### config.mk
export PLATFORM = sky130hd
export DESIGN_NAME = gpio_port
export DESIGN_NICKNAME = d
export VERILOG_FILES = /design/src/rtl/gpx_pkg.sv /design/src/rtl/gpx_sync.sv /design/src/rtl/gpx_bank.sv /design/src/rtl/gpx_pad_decode.sv /design/src/rtl/gpio_port.sv
export SDC_FILE = /design/constraint.sdc
export NUM_CORES = 1
export LEC_CHECK = 0
export ABC_CLOCK_PERIOD_IN_PS = 3000
export CORE_ASPECT_RATIO = 1.4
export CORE_MARGIN = 2
export CORE_UTILIZATION = 40
export DETAILED_ROUTE_END_ITERATION = 8
export PLACE_DENSITY = 0.67
export RECOVER_POWER = 50
export SLEW_MARGIN = 5
export SYNTH_ARGS = -nofsm -noshare
export SYNTH_HDL_FRONTEND = slang
export SYNTH_SLANG_ARGS = --single-unit
### constraint.sdc
create_clock -name clk -period 3 [get_ports clk]
set_input_delay 0.75 -clock clk [delete_from_list [all_inputs] [get_ports clk]]
set_output_delay 0.75 -clock clk [all_outputs]
set_load 0.005 [all_outputs]
### src/rtl/gpx_pkg.sv
package gpx_pkg;
    localparam logic [7:0] BASE_STATE = 8'h10;
    localparam logic [7:0] BASE_DIR   = 8'h60;
    localparam logic [7:0] BASE_TYPE  = 8'h64;
    localparam logic [7:0] BASE_PULL  = 8'h68;
    localparam logic [7:0] BASE_SET   = 8'h6C;
    localparam logic [7:0] BASE_CLR   = 8'h70;
    localparam int         DIR_HOLE   = 2;   // direction map skips one address here

    // Address of direction bank b (the map has a hole before the third bank).
    function automatic logic [7:0] dir_addr(input int b);
        return BASE_DIR + 8'(b) + ((b >= DIR_HOLE) ? 8'd1 : 8'd0);
    endfunction
endpackage

### src/rtl/gpx_sync.sv
module gpx_sync #(
    parameter int W = 24
) (
    input  logic         clk,
    input  logic         rst_n,
    input  logic [W-1:0] d,
    output logic [W-1:0] q
);
    logic [W-1:0] stage1;

    always_ff @(posedge clk or negedge rst_n) begin
        if (!rst_n) begin
            stage1 <= '0;
            q      <= '0;
        end else begin
            stage1 <= d;
            q      <= stage1;
        end
    end
endmodule

### src/rtl/gpx_bank.sv
module gpx_bank #(
    parameter int W = 8
) (
    input  logic         clk,
    input  logic         rst_n,
    input  logic         we_dir,
    input  logic         we_type,
    input  logic         we_pull,
    input  logic         we_set,
    input  logic         we_clr,
    input  logic [W-1:0] wdata,
    output logic [W-1:0] dir_q,
    output logic [W-1:0] type_q,
    output logic [W-1:0] pull_q,
    output logic [W-1:0] out_q
);
    always_ff @(posedge clk or negedge rst_n) begin
        if (!rst_n) begin
            dir_q  <= '0;
            type_q <= '0;
            pull_q <= '0;
            out_q  <= '0;
        end else begin
            if (we_dir)  dir_q  <= wdata;
            if (we_type) type_q <= wdata;
            if (we_pull) pull_q <= wdata;
            if (we_clr)
                out_q <= out_q & ~wdata;
            else if (we_set)
                out_q <= out_q | wdata;
        end
    end

    AST_SET_RAISES: assert property (@(posedge clk) disable iff (!rst_n)
        (we_set && !we_clr) |=> ((out_q & $past(wdata)) == $past(wdata)));
    AST_CLR_LOWERS: assert property (@(posedge clk) disable iff (!rst_n)
        we_clr |=> ((out_q & $past(wdata)) == '0));
    AST_LATCH_HOLDS: assert property (@(posedge clk) disable iff (!rst_n)
        (!we_set && !we_clr) |=> $stable(out_q));
endmodule

### src/rtl/gpx_pad_decode.sv
module gpx_pad_decode (
    input  logic avail,
    input  logic dir,
    input  logic typ,
    input  logic pul,
    input  logic latch,
    output logic p_out,
    output logic p_oe,
    output logic p_od,
    output logic p_pu,
    output logic p_pd,
    output logic p_ana
);
    always_comb begin
        p_out = 1'b0;
        p_oe  = 1'b0;
        p_od  = 1'b0;
        p_pu  = 1'b0;
        p_pd  = 1'b0;
        p_ana = 1'b0;
        if (avail) begin
            if (dir) begin
                p_oe  = 1'b1;
                p_out = latch;
                p_od  = typ;
                p_pu  = typ & pul;
            end else if (typ) begin
                p_pu = pul;
                p_pd = ~pul;
            end else begin
                p_ana = ~pul;
            end
        end
    end
endmodule

### src/rtl/gpio_port.sv
module gpio_port #(
    parameter int NUM_BANKS = 3,
    parameter int BANK_W    = 8,
    parameter int NUM_GRPS  = 2,
    parameter int GRP_W     = 4
) (
    input  logic                        clk,
    input  logic                        rst_n,
    input  logic                        wr_en,
    input  logic                        rd_en,
    input  logic [7:0]                  addr,
    input  logic [BANK_W-1:0]           wdata,
    output logic [BANK_W-1:0]           rdata,
    input  logic [NUM_GRPS-1:0]         grp_en,
    input  logic [NUM_BANKS*BANK_W-1:0] pin_in,
    output logic [NUM_BANKS*BANK_W-1:0] pad_out,
    output logic [NUM_BANKS*BANK_W-1:0] pad_oe,
    output logic [NUM_BANKS*BANK_W-1:0] pad_od,
    output logic [NUM_BANKS*BANK_W-1:0] pad_pu,
    output logic [NUM_BANKS*BANK_W-1:0] pad_pd,
    output logic [NUM_BANKS*BANK_W-1:0] pad_ana
);
    import gpx_pkg::*;

    localparam int NPINS       = NUM_BANKS * BANK_W;
    localparam int ALWAYS_PINS = NPINS - NUM_GRPS * GRP_W;

    logic [NUM_BANKS-1:0] hit_st, hit_dir, hit_typ, hit_pul, hit_set, hit_clr;
    logic [NPINS-1:0]     dir_q, type_q, pull_q, out_q, pin_sync, avail, state_vis;
    logic [BANK_W-1:0]    rd_mux;

    for (genvar b = 0; b < NUM_BANKS; b++) begin : g_bank
        assign hit_st[b]  = (addr == BASE_STATE + 8'(b));
        assign hit_dir[b] = (addr == dir_addr(b));
        assign hit_typ[b] = (addr == BASE_TYPE + 8'(b));
        assign hit_pul[b] = (addr == BASE_PULL + 8'(b));
        assign hit_set[b] = (addr == BASE_SET + 8'(b));
        assign hit_clr[b] = (addr == BASE_CLR + 8'(b));

        gpx_bank #(.W(BANK_W)) u_bank (
            .clk     (clk),
            .rst_n   (rst_n),
            .we_dir  (wr_en & hit_dir[b]),
            .we_type (wr_en & hit_typ[b]),
            .we_pull (wr_en & hit_pul[b]),
            .we_set  (wr_en & hit_set[b]),
            .we_clr  (wr_en & hit_clr[b]),
            .wdata   (wdata),
            .dir_q   (dir_q[b*BANK_W +: BANK_W]),
            .type_q  (type_q[b*BANK_W +: BANK_W]),
            .pull_q  (pull_q[b*BANK_W +: BANK_W]),
            .out_q   (out_q[b*BANK_W +: BANK_W])
        );
    end

    gpx_sync #(.W(NPINS)) u_sync (
        .clk   (clk),
        .rst_n (rst_n),
        .d     (pin_in),
        .q     (pin_sync)
    );

    for (genvar p = 0; p < NPINS; p++) begin : g_pin
        if (p < ALWAYS_PINS) begin : g_fixed
            assign avail[p] = 1'b1;
        end else begin : g_gated
            assign avail[p] = grp_en[(p - ALWAYS_PINS) / GRP_W];
        end

        gpx_pad_decode u_dec (
            .avail (avail[p]),
            .dir   (dir_q[p]),
            .typ   (type_q[p]),
            .pul   (pull_q[p]),
            .latch (out_q[p]),
            .p_out (pad_out[p]),
            .p_oe  (pad_oe[p]),
            .p_od  (pad_od[p]),
            .p_pu  (pad_pu[p]),
            .p_pd  (pad_pd[p]),
            .p_ana (pad_ana[p])
        );
    end

    assign state_vis = pin_sync & avail;

    always_comb begin
        rd_mux = '0;
        for (int b = 0; b < NUM_BANKS; b++) begin
            if (hit_st[b])              rd_mux = rd_mux | state_vis[b*BANK_W +: BANK_W];
            if (hit_dir[b])             rd_mux = rd_mux | dir_q[b*BANK_W +: BANK_W];
            if (hit_typ[b])             rd_mux = rd_mux | type_q[b*BANK_W +: BANK_W];
            if (hit_pul[b])             rd_mux = rd_mux | pull_q[b*BANK_W +: BANK_W];
            if (hit_set[b] | hit_clr[b]) rd_mux = rd_mux | out_q[b*BANK_W +: BANK_W];
        end
    end

    assign rdata = rd_en ? rd_mux : '0;

    AST_PULL_EXCLUSIVE: assert property (@(posedge clk) disable iff (!rst_n)
        ((pad_pu & pad_pd) == '0));
    AST_DRIVE_NOT_ANALOG: assert property (@(posedge clk) disable iff (!rst_n)
        ((pad_oe & (pad_pd | pad_ana)) == '0));
    AST_GROUP_QUIET: assert property (@(posedge clk) disable iff (!rst_n)
        ((~avail & (pad_out | pad_oe | pad_od | pad_pu | pad_pd | pad_ana)) == '0));
    AST_OD_NEEDS_DRIVE: assert property (@(posedge clk) disable iff (!rst_n)
        ((pad_od & ~pad_oe) == '0));
endmodule

---- Yosys cells after proc, flatten, opt, wreduce, memory -nomap -nowiden ----
Cells that the tools add are included.
word-level totals
  register bits ........................... 144
  latch bits .............................. 0
  memory bits (writable) .................. 0
  ROM bits ................................ 0
  input port bits ......................... 46
  output and inout port bits .............. 152
  word-level logic and storage cells ...... 409
  memories ................................ 0
cells by class
  add/sub/neg operators ................... 0
  multiply operators ...................... 0
  divide/modulo/power cells ............... 0
  order comparisons ....................... 0
  equal/unequal tests ..................... 18
  shifts and indexed selects .............. 0
  mux-type cells .......................... 286
  bitwise gates (word level) .............. 88
  reductions and logical operators ........ 3
operators by type and width
  kind                count
  $mux 1              264
  $mux 8              22
  $or 8x8->8          17
  $eq 8x7->1 const B  15
  $and 1x1->1         39
  $and 24x24->24      1
  $and 8x8->8         3
  $eq 8x5->1 const B  3
  $not 1->1           24
  $not 8->8           1
  $reduce_bool 2->1   3
  $or 1x1->1          3

---- Depth between registers and ports, before layout ----
Gate-level depths: netlist of run 1.
  depth after elaboration ................. 31
  mapped depth ............................ 9
  depth with buffers taken out ............ 5

---- Cells and area by module ----
Synthesis of run 1 repeated with hierarchy kept, for this count alone.
unflattened totals
  cell total of the unflattened synthesis .. 663
  area, all modules ....................... 7823.8 sq um
by module, submodules not included
  module          times used  cells an instance  area an instance (sq um)
  gpx_bank        3           77                 1283.7
  gpio_port       1           240                1540.2
  gpx_pad_decode  24          6                  51.3
  gpx_sync        1           48                 1201.2

---- Worst setup path after synthesis of run 1 ----
Ideal clock, no wire load.
  path kind ............................... input to output
  start point ............................. in addr[5]
  end point ............................... out rdata[0]
  arrival ................................. 1.956 ns
  data required time ...................... 2.250 ns
  slack ................................... 0.294 ns
  cell stages on the path ................. 5
  path through ............................ or4b_1 clkbuf_1 a2111o_1 a21oi_1 o41a_1
between the ends
  longest elaborated chain between the ends .. 31
  elaborated cells on any way between the ends .. 51
  those cells by class .................... eq/ne (18); mux (16); bitwise (17)
ends and longest elaborated chain
  what             RTL line         RTL
  start, declared  gpio_port.sv:11  input logic [7:0] addr,
  $eq 8x5->1       gpio_port.sv:33  assign hit_st[b] = (addr == BASE_STATE + 8'(b));
  $mux 8           gpio_port.sv:90  if (hit_st[b]) rd_mux = rd_mux | state_vis[b*BANK_W +: BANK_W];
  $or 8x8->8       gpio_port.sv:91  if (hit_dir[b]) rd_mux = rd_mux | dir_q[b*BANK_W +: BANK_W];
  $mux 8           gpio_port.sv:91
  $or 8x8->8       gpio_port.sv:92  if (hit_typ[b]) rd_mux = rd_mux | type_q[b*BANK_W +: BANK_W];
  $mux 8           gpio_port.sv:92
  $or 8x8->8       gpio_port.sv:93  if (hit_pul[b]) rd_mux = rd_mux | pull_q[b*BANK_W +: BANK_W];
  $mux 8           gpio_port.sv:93
  (+15 left out)   --
  $mux 8           gpio_port.sv:91
  $or 8x8->8       gpio_port.sv:92
  $mux 8           gpio_port.sv:92
  $or 8x8->8       gpio_port.sv:93
  $mux 8           gpio_port.sv:93
  $or 8x8->8       gpio_port.sv:94  if (hit_set[b] | hit_clr[b]) rd_mux = rd_mux | out_q[b*BANK_W +: BANK_W];
  $mux 8 (*)       gpio_port.sv:94
  $mux 8 (*)       gpio_port.sv:98  assign rdata = rd_en ? rd_mux : '0;
  end, declared    gpio_port.sv:13  output logic [BANK_W-1:0] rdata,
Mark *: on every way between the ends. The rest lies on a longest branch, timed or not.

---- Final worst setup path of run 1 ----
  start point ............................. in addr[7]
  end point ............................... out rdata[6]
The elaborated chain is that of the path after synthesis.

==> impl_metrics.csv, run 1 <==
group,metric,value,unit
power,ir_drop,0.326,mV
global_routing,largest_net_degree_at_the_start_of_global_routing,66,
routing,detail_route.iter0.violations,444,
layout,seqCellArea,3600,sq um
clock_tree,cts.path.max_buffers,2,
global_routing,grt_pass1_vias,6100,
worst_setup_path,cp.required,2.25,ns
synthesis,synth_ff_type,"sky130_fd_sc_hd__dfrtp_1",
sta,finalSetupTns,-0.132,ns
placement,gp_congestion,0.923,
power,leakagePower,4.83,nW
min_path,timing.hold.worst.class,"reg2reg",
job,max_cap_violations,1,
global_routing,groute.usage.overall,0.218,
floorplan,initial_core_util,0.404,
placement,placement.io_buffers,197,
clock_tree,cts.sinks,144,
sta,layout_worst_path_cycle_share,1.01,
global_routing,grt_antenna_before_repair,0,
layout,final_net_count,951,
sta,final-hold-violation-count,0,
sta,max_freq,0.329,GHz
routing,route.top_layer_used,"met4",
sta,layout_min_cycle_time,3.04,ns
worst_setup_path,crit_end_element,"primary output",
synthesis,synth.net_count,807,
sta,timing_max_transition_violations_final,66,
clock_tree,cts_buffers,17,
global_routing,grt-ovfl-total,0,
routing,via_count,6383,
clock_tree,cts_tree,"done",
layout,area_growth_syn_to_layout,33.7,%
routing,detail_route.first_pass.iterations,5,
synthesis,syn-cell-area,8210,sq um
floorplan,core_area,20300,sq um
sta,slew_headroom,-0.0472,
sta,grt_setup_unrepaired,"true",
worst_setup_path,worstPathCellList,"buf_8 > buf_4 > nand4bb_4 > nor3_1 > and3_1 > nand2_1 > a31oi_2 > buf_2",
routing,ant_nets,0,
floorplan,std_cell_rows,62,
routing,postRouteWirelength,23900,um
outcome,run_status,"finished with violations",
layout,finalNonFillerCells,1174,
layout,antenna-diode-count,0,
worst_setup_path,worstSetupPathType,"in2out",
sta,worst-slew-pin-transition,1.57,ns
floorplan,floorplan.io_pins,198,
synthesis,ys_warn_count,0,
clock_tree,h-tree-depth,4,
layout,final_layout_size_suffix_gt1_frac,0.336,
worst_setup_path,slowest_delay,0.30,ns
synthesis,post_synth_inst_count,761,
worst_setup_path,largest_fanout_on_the_critical_path,4,
clock_tree,clk_pin_slew_worst_paths,0.06,ns
synthesis,postSynthRegisterBits,144,
placement,dp.cells,1117,
routing,met1Wirelength,9380,um
outcome,failing_checks,"max-capacitance violations, max-slew violations, negative setup slack",
sta,setup-violations-final,4,
routing,viasPerCell,5.44,
routing,drt-wirelength-per-cell,20.4,um
clock_tree,worst_skew_pair.late_latency,0.42,ns
power,p_per_area,440,nW/um^2
layout,fillCellCount,1777,
synthesis,synth_seq_area_share,0.439,
placement,dp.final_hpwl,17400,um
synthesis,synth-edff-count,0,
sta,setup_clock_skew_after_layout,0.00253,ns
floorplan,fp.dieArea,21700,sq um
floorplan,dieWidth,125,um
clock_tree,root_buffer,"sky130_fd_sc_hd__clkbuf_16",
global_routing,grt_first_pass_wirelength,36200,um
routing,met2_wirelength,12200,um
synthesis,synth_cell_type_count,52,
worst_setup_path,crit_arrival,2.29,ns
synthesis,synthArstFlopShare,1.00,
worst_setup_path,setup.worst_path.start_class,"input port",
synthesis,avgSynthCellArea,10.8,sq um
worst_setup_path,slowest_stage,"sky130_fd_sc_hd__and3_1",
sta,timing.final.ws_setup,-0.0399,ns
floorplan,height_of_the_chip,174,um
routing,drc,0,
layout,multi_input_area,3600,sq um
routing,routed_wire_length_on_met3,1380,um
==> stage by stage <==
stage          hold WS (ns)  total power, mW  setup WS (ns)  instance area (sq um)  utilization
2_1_floorplan         0.331             2.48          0.294                   8210            -
3_3_place_gp          0.333             2.77         -0.818                   9880        0.486
3_5_place_dp          0.335             2.78         -0.815                   9880        0.486
4_1_cts               0.329             4.85        -0.0576                  10800        0.532
5_1_grt               0.344             5.01        -0.0594                  11000        0.540
6_report              0.344             4.83        -0.0399                  11000        0.540
==> cell usage in the layout, fill, tap and decap left out, types with 8 or more instances in the layout <==
| master | instances |
|---|---|
| sky130_fd_sc_hd__buf_2 | 9 |
| sky130_fd_sc_hd__mux2_2 | 80 |
| sky130_fd_sc_hd__clkbuf_16 | 17 |
| sky130_fd_sc_hd__nand3_1 | 10 |
| sky130_fd_sc_hd__buf_6 | 21 |
| sky130_fd_sc_hd__and2_1 | 56 |
| sky130_fd_sc_hd__mux2_4 | 8 |
| sky130_fd_sc_hd__clkdlybuf4s50_1 | 152 |
| sky130_fd_sc_hd__and3_1 | 29 |
| sky130_fd_sc_hd__a21oi_1 | 25 |
| sky130_fd_sc_hd__a22oi_2 | 8 |
| sky130_fd_sc_hd__dfrtp_1 | 144 |
| sky130_fd_sc_hd__nor2_1 | 10 |
| sky130_fd_sc_hd__nand2_1 | 19 |
| sky130_fd_sc_hd__a31oi_1 | 17 |
| sky130_fd_sc_hd__mux2i_1 | 18 |
| sky130_fd_sc_hd__nor3_1 | 22 |
| sky130_fd_sc_hd__nand2_2 | 10 |
| sky130_fd_sc_hd__buf_4 | 81 |
| sky130_fd_sc_hd__nor3b_1 | 16 |
| sky130_fd_sc_hd__dlygate4sd3_1 | 25 |
==> layer usage <==
layer,up-vias,global-route usage
met5,-,0
met4,0,0.107
met3,72,0.0407
met2,315,0.369
met1,3133,0.267
li1,2863,-
==> synth_stat cells, drive strengths merged, types with 2 or more instances <==
cell | n | share of area
a21oi | 28 | 0.017
o32ai | 3 | 0.0032
nor2b | 6 | 0.0049
o21ai | 9 | 0.0055
and3 | 30 | 0.023
a41oi | 2 | 0.0021
nand3 | 10 | 0.0061
nand2 | 29 | 0.016
nor3 | 26 | 0.017
o22a | 2 | 0.0021
clkbuf | 17 | 0.0078
and2 | 56 | 0.043
a31oi | 21 | 0.016
nand2b | 5 | 0.0038
and3b | 2 | 0.0021
mux2i | 21 | 0.026
o22ai | 5 | 0.0038
dfrtp | 144 | 0.44
nor4b | 10 | 0.011
mux2 | 88 | 0.12
buf | 165 | 0.15
nor3b | 17 | 0.017
nor4bb | 6 | 0.0073
nand4 | 4 | 0.0030
a32o | 2 | 0.0024
nor2 | 18 | 0.010
a22oi | 13 | 0.012
o41a | 2 | 0.0027
a22o | 5 | 0.0053
a311oi | 3 | 0.0032
==> cell families after synthesis <==
logic type / after synthesis / synth area share
buf+inv: 183 / 0.159
simple gates: 223 / 0.170
mux: 109 / 0.150
flops: 144 / 0.439
compound gates: 102 / 0.0828
==> path summary, 6_finish.rpt <==
| path | startpoint | end | slack [ns] | cells after the start |
|---|---|---|---|---|
| setup / recovery | addr[7] | rdata[6] | -0.04 | 8 |
| hold / removal | u_sync.stage1[10] | u_sync.q[10] | 0.34 | 0 |
| setup reg to reg | g_bank[0].u_bank.dir_q[7] | g_bank[0].u_bank.dir_q[7] | 2.10 | 1 |
| hold reg to reg | u_sync.stage1[10] | u_sync.q[10] | 0.34 | 0 |
| max in group asynchronous | rst_n | g_bank[2].u_bank.type_q[2] | 0.52 | 2 |
| min in group asynchronous | rst_n | u_sync.stage1[4] | 0.72 | 1 |
==> area by class of cell <==
class                   instances  share of cell area
multi-input cells             434               0.328
flip-flops and latches        144               0.328
repair buffers                307               0.262
clock buffers                  20              0.0416
well taps                     256              0.0292
clock inverters                12              0.0100
inverters                       1            0.000342
==> where the power goes <==
group / switching (mW) / leakage [nW] / internal, mW / total [mW]
Combinational: 0.270 / 2.68 / 0.371 / 0.641
Clock: 0.830 / 0.269 / 1.19 / 2.02
Sequential: 0.123 / 1.88 / 2.05 / 2.17
Total: 1.22 / 4.83 / 3.61 / 4.83
==> worst max-delay path, delay by kind of cell <==
family                 cells  cell delay, ns
AO/OA/AOI/OAI              1            0.22
buffers and inverters      3            0.40
AND/OR/NAND/NOR            4            0.93
==> timing repair <==
item | 4_1_cts | 5_1_grt
endpoints found under the setup margin | 55 | 15
gates cloned | 2 | 0
setup buffers | 13 | 11
pin swaps | 15 | 18
gates resized for setup | 135 | 38
hold buffers | 0 | 0
No activity file was read; power rests on OpenSTA's default activity.
==> run 2, diff against run 1 <==
--- a/config.mk
+++ b/config.mk
@@ -11,7 +11,7 @@
 export CORE_UTILIZATION = 40
 export DETAILED_ROUTE_END_ITERATION = 8
 export PLACE_DENSITY = 0.67
-export RECOVER_POWER = 50
+export SETUP_SLACK_MARGIN = 0.02
 export SLEW_MARGIN = 5
 export SYNTH_ARGS = -nofsm -noshare
 export SYNTH_HDL_FRONTEND = slang
==> run 2 against run 1 <==
Register-to-register slack hardly changed. Global-route usage hardly changed. Setup slack worse by 0.0056 ns. The run ends with negative setup slack left. Flip-flop and latch count stayed put. Worst hold slack worse by 0.036 ns. Sequential share of layout area is 0.098 points higher. Non-clock buffer count is 10 lower. Largest power group unchanged. Core utilization is 0.16 points lower. First-iteration DRC count is 7.2% lower. Design area is 0.30% lower.
==> impl_metrics.csv, run 2 (synthesized netlist as in run 1, its figures left out) <==
group,metric,value,unit
placement,dp.cells,1117,
worst_setup_path,crit_end_element,"primary output",
sta,setup_clock_skew_after_layout,0.00284,ns
clock_tree,cts_hold_buf,0,
sta,layout_worst_path_cycle_share,1.02,
job,max_cap_violations,0,
routing,ant_nets,0,
floorplan,core_area,20300,sq um
clock_tree,cts.sinks,144,
clock_tree,root_buffer,"sky130_fd_sc_hd__clkbuf_16",
worst_setup_path,setup.worst_path.start_class,"input port",
routing,postRouteWirelength,23700,um
power,power.internal,3.61,mW
global_routing,groute.usage.overall,0.218,
power,clockPowerShare,0.418,
clock_tree,clk_pin_slew_worst_paths,0.06,ns
placement,dp.final_hpwl,17400,um
floorplan,initial_core_util,0.404,
layout,antenna-diode-count,0,
placement,placement.io_buffers,197,
sta,grt_setup_unrepaired,"true",
worst_setup_path,worstSetupPathType,"in2out",
worst_setup_path,worstSetupStartpoint,"addr[7]",
routing,detail_route.iter0.violations,412,
layout,layout_commonest_cell,"sky130_fd_sc_hd__clkdlybuf4s50_1",
routing,drc,0,
power,ir_drop,0.314,mV
sta,setup-violations-final,1,
sta,slew_headroom,0.600,
clock_tree,cts.path.max_buffers,2,
layout,post-route-cell-area,10900,sq um
global_routing,grt_first_pass_wirelength,36200,um
clock_tree,h-tree-depth,4,
floorplan,fp.dieArea,21700,sq um
floorplan,std_cell_rows,62,
floorplan,dieWidth,125,um
power,p_sw_frac,0.254,
sta,worst-slew-pin-transition,0.600,ns
floorplan,floorplan.io_pins,198,
layout,area_growth_syn_to_layout,33.3,%
worst_setup_path,crit_arrival,2.30,ns
power,netSwitchingPower,1.23,mW
global_routing,grt-ovfl-total,0,
outcome,run_status,"finished with violations",
worst_setup_path,crit-reg2reg-launch,"g_bank[2].u_bank.dir_q[5]",
clock_tree,worst_skew_pair.late_latency,0.42,ns
layout,final_net_count,941,
sta,layout_min_cycle_time,3.05,ns
layout,fillCellCount,1777,
worst_setup_path,largest_fanout_on_the_critical_path,4,
sta,final-hold-violation-count,0,
global_routing,grt_pass1_vias,6085,
outcome,failing_checks,"negative setup slack",
sta,finalSetupTns,-0.0455,ns
clock_tree,cts_tree,"done",
power,p_per_area,442,nW/um^2
routing,detail_route.first_pass.iterations,5,
clock_tree,cts_buffers,17,
placement,gp_congestion,0.923,
min_path,timing.hold.worst.class,"in2async",
sta,max_freq,0.328,GHz
routing,via_count,6262,
power,leakagePower,4.79,nW
placement,post-place-ws,-0.815,ns
sta,timing_max_transition_violations_final,0,
worst_setup_path,cp.required,2.25,ns
routing,viasPerCell,5.38,
layout,final_layout_size_suffix_gt1_frac,0.339,
global_routing,largest_net_degree_at_the_start_of_global_routing,66,
placement,postPlaceCellArea,9880,sq um
floorplan,height_of_the_chip,174,um
layout,finalNonFillerCells,1164,
routing,drt-wirelength-per-cell,20.3,um
power,share_comb_of_total_power,0.132,
global_routing,grt_antenna_before_repair,0,
layout,layout.cells.most_common_list,"sky130_fd_sc_hd__clkdlybuf4s50_1, sky130_fd_sc_hd__dfrtp_1, sky130_fd_sc_hd__mux2_2",
power,p_seq_frac,0.449,
sta,timing.final.ws_setup,-0.0455,ns
==> run 2: critical path, cell delays in order <==
cell and delay [ns]:
sky130_fd_sc_hd__buf_8 0.10, sky130_fd_sc_hd__or4b_4 0.56, sky130_fd_sc_hd__a2111o_1 0.39, sky130_fd_sc_hd__a21oi_2 0.12
sky130_fd_sc_hd__o41a_1 0.23, sky130_fd_sc_hd__buf_2 0.14
==> run 2: what timing repair did <==
| action | in CTS | in global routing |
|---|---|---|
| gates cloned | 2 | 0 |
| endpoints found under the hold margin | 0 | 0 |
| setup endpoints to repair | 56 | 20 |
| buffers inserted | 12 | 1 |
| resized for setup | 139 | 29 |
| pin swaps | 15 | 18 |
==> run 2: worst paths after layout <==
path | endpoint | slack (ns) | cells after the start
min in group clk | u_sync.q[10] | 0.34 | 0
max reg2reg | g_bank[2].u_bank.dir_q[5] | 2.09 | 1
max | rdata[0] | -0.05 | 6
min | u_sync.stage1[4] | 0.31 | 1
min reg2reg | u_sync.q[10] | 0.34 | 0
max in group asynchronous | g_bank[2].u_bank.dir_q[2] | 1.94 | 2
==> run 2: power by group through the flow <==
stage               clock [mW]  sequential (mW)  combinational, mW
CTS                       2.05             2.17              0.627
detailed placement           0             2.20              0.580
floorplan                    0             2.15              0.334
finish                    2.02             2.17              0.641
global placement             0             2.20              0.572
global route              2.13             2.19              0.689
==> run 2: area by class of cell <==
type	instances	area, sq um	area share
repair buffers	297	2820	0.258
clock buffers	20	457	0.0417
flip-flops and latches	144	3600	0.329
multi-input cells	434	3630	0.332
well taps	256	320	0.0293
inverters	1	3.75	0.000343
clock inverters	12	110	0.0101
==> run 2: through the flow <==
step | power [mW] | utilization | hold WS (ns)
floorplan | 2.48 | - | 0.331
global placement | 2.77 | 0.486 | 0.333
detailed placement | 2.78 | 0.486 | 0.335
CTS | 4.85 | 0.532 | 0.329
global route | 5.01 | 0.538 | 0.344
finish | 4.83 | 0.538 | 0.308
==> run 2: per-layer routing <==
| metal | part of all wire | track usage | up-vias |
|---|---|---|---|
| li1 | - | - | 2835 |
| met1 | 0.40 | 0.267 | 3094 |
| met2 | 0.51 | 0.370 | 272 |
| met3 | 0.056 | 0.0401 | 61 |
| met4 | 0.040 | 0.105 | 0 |
| met5 | 0 | 0 | - |
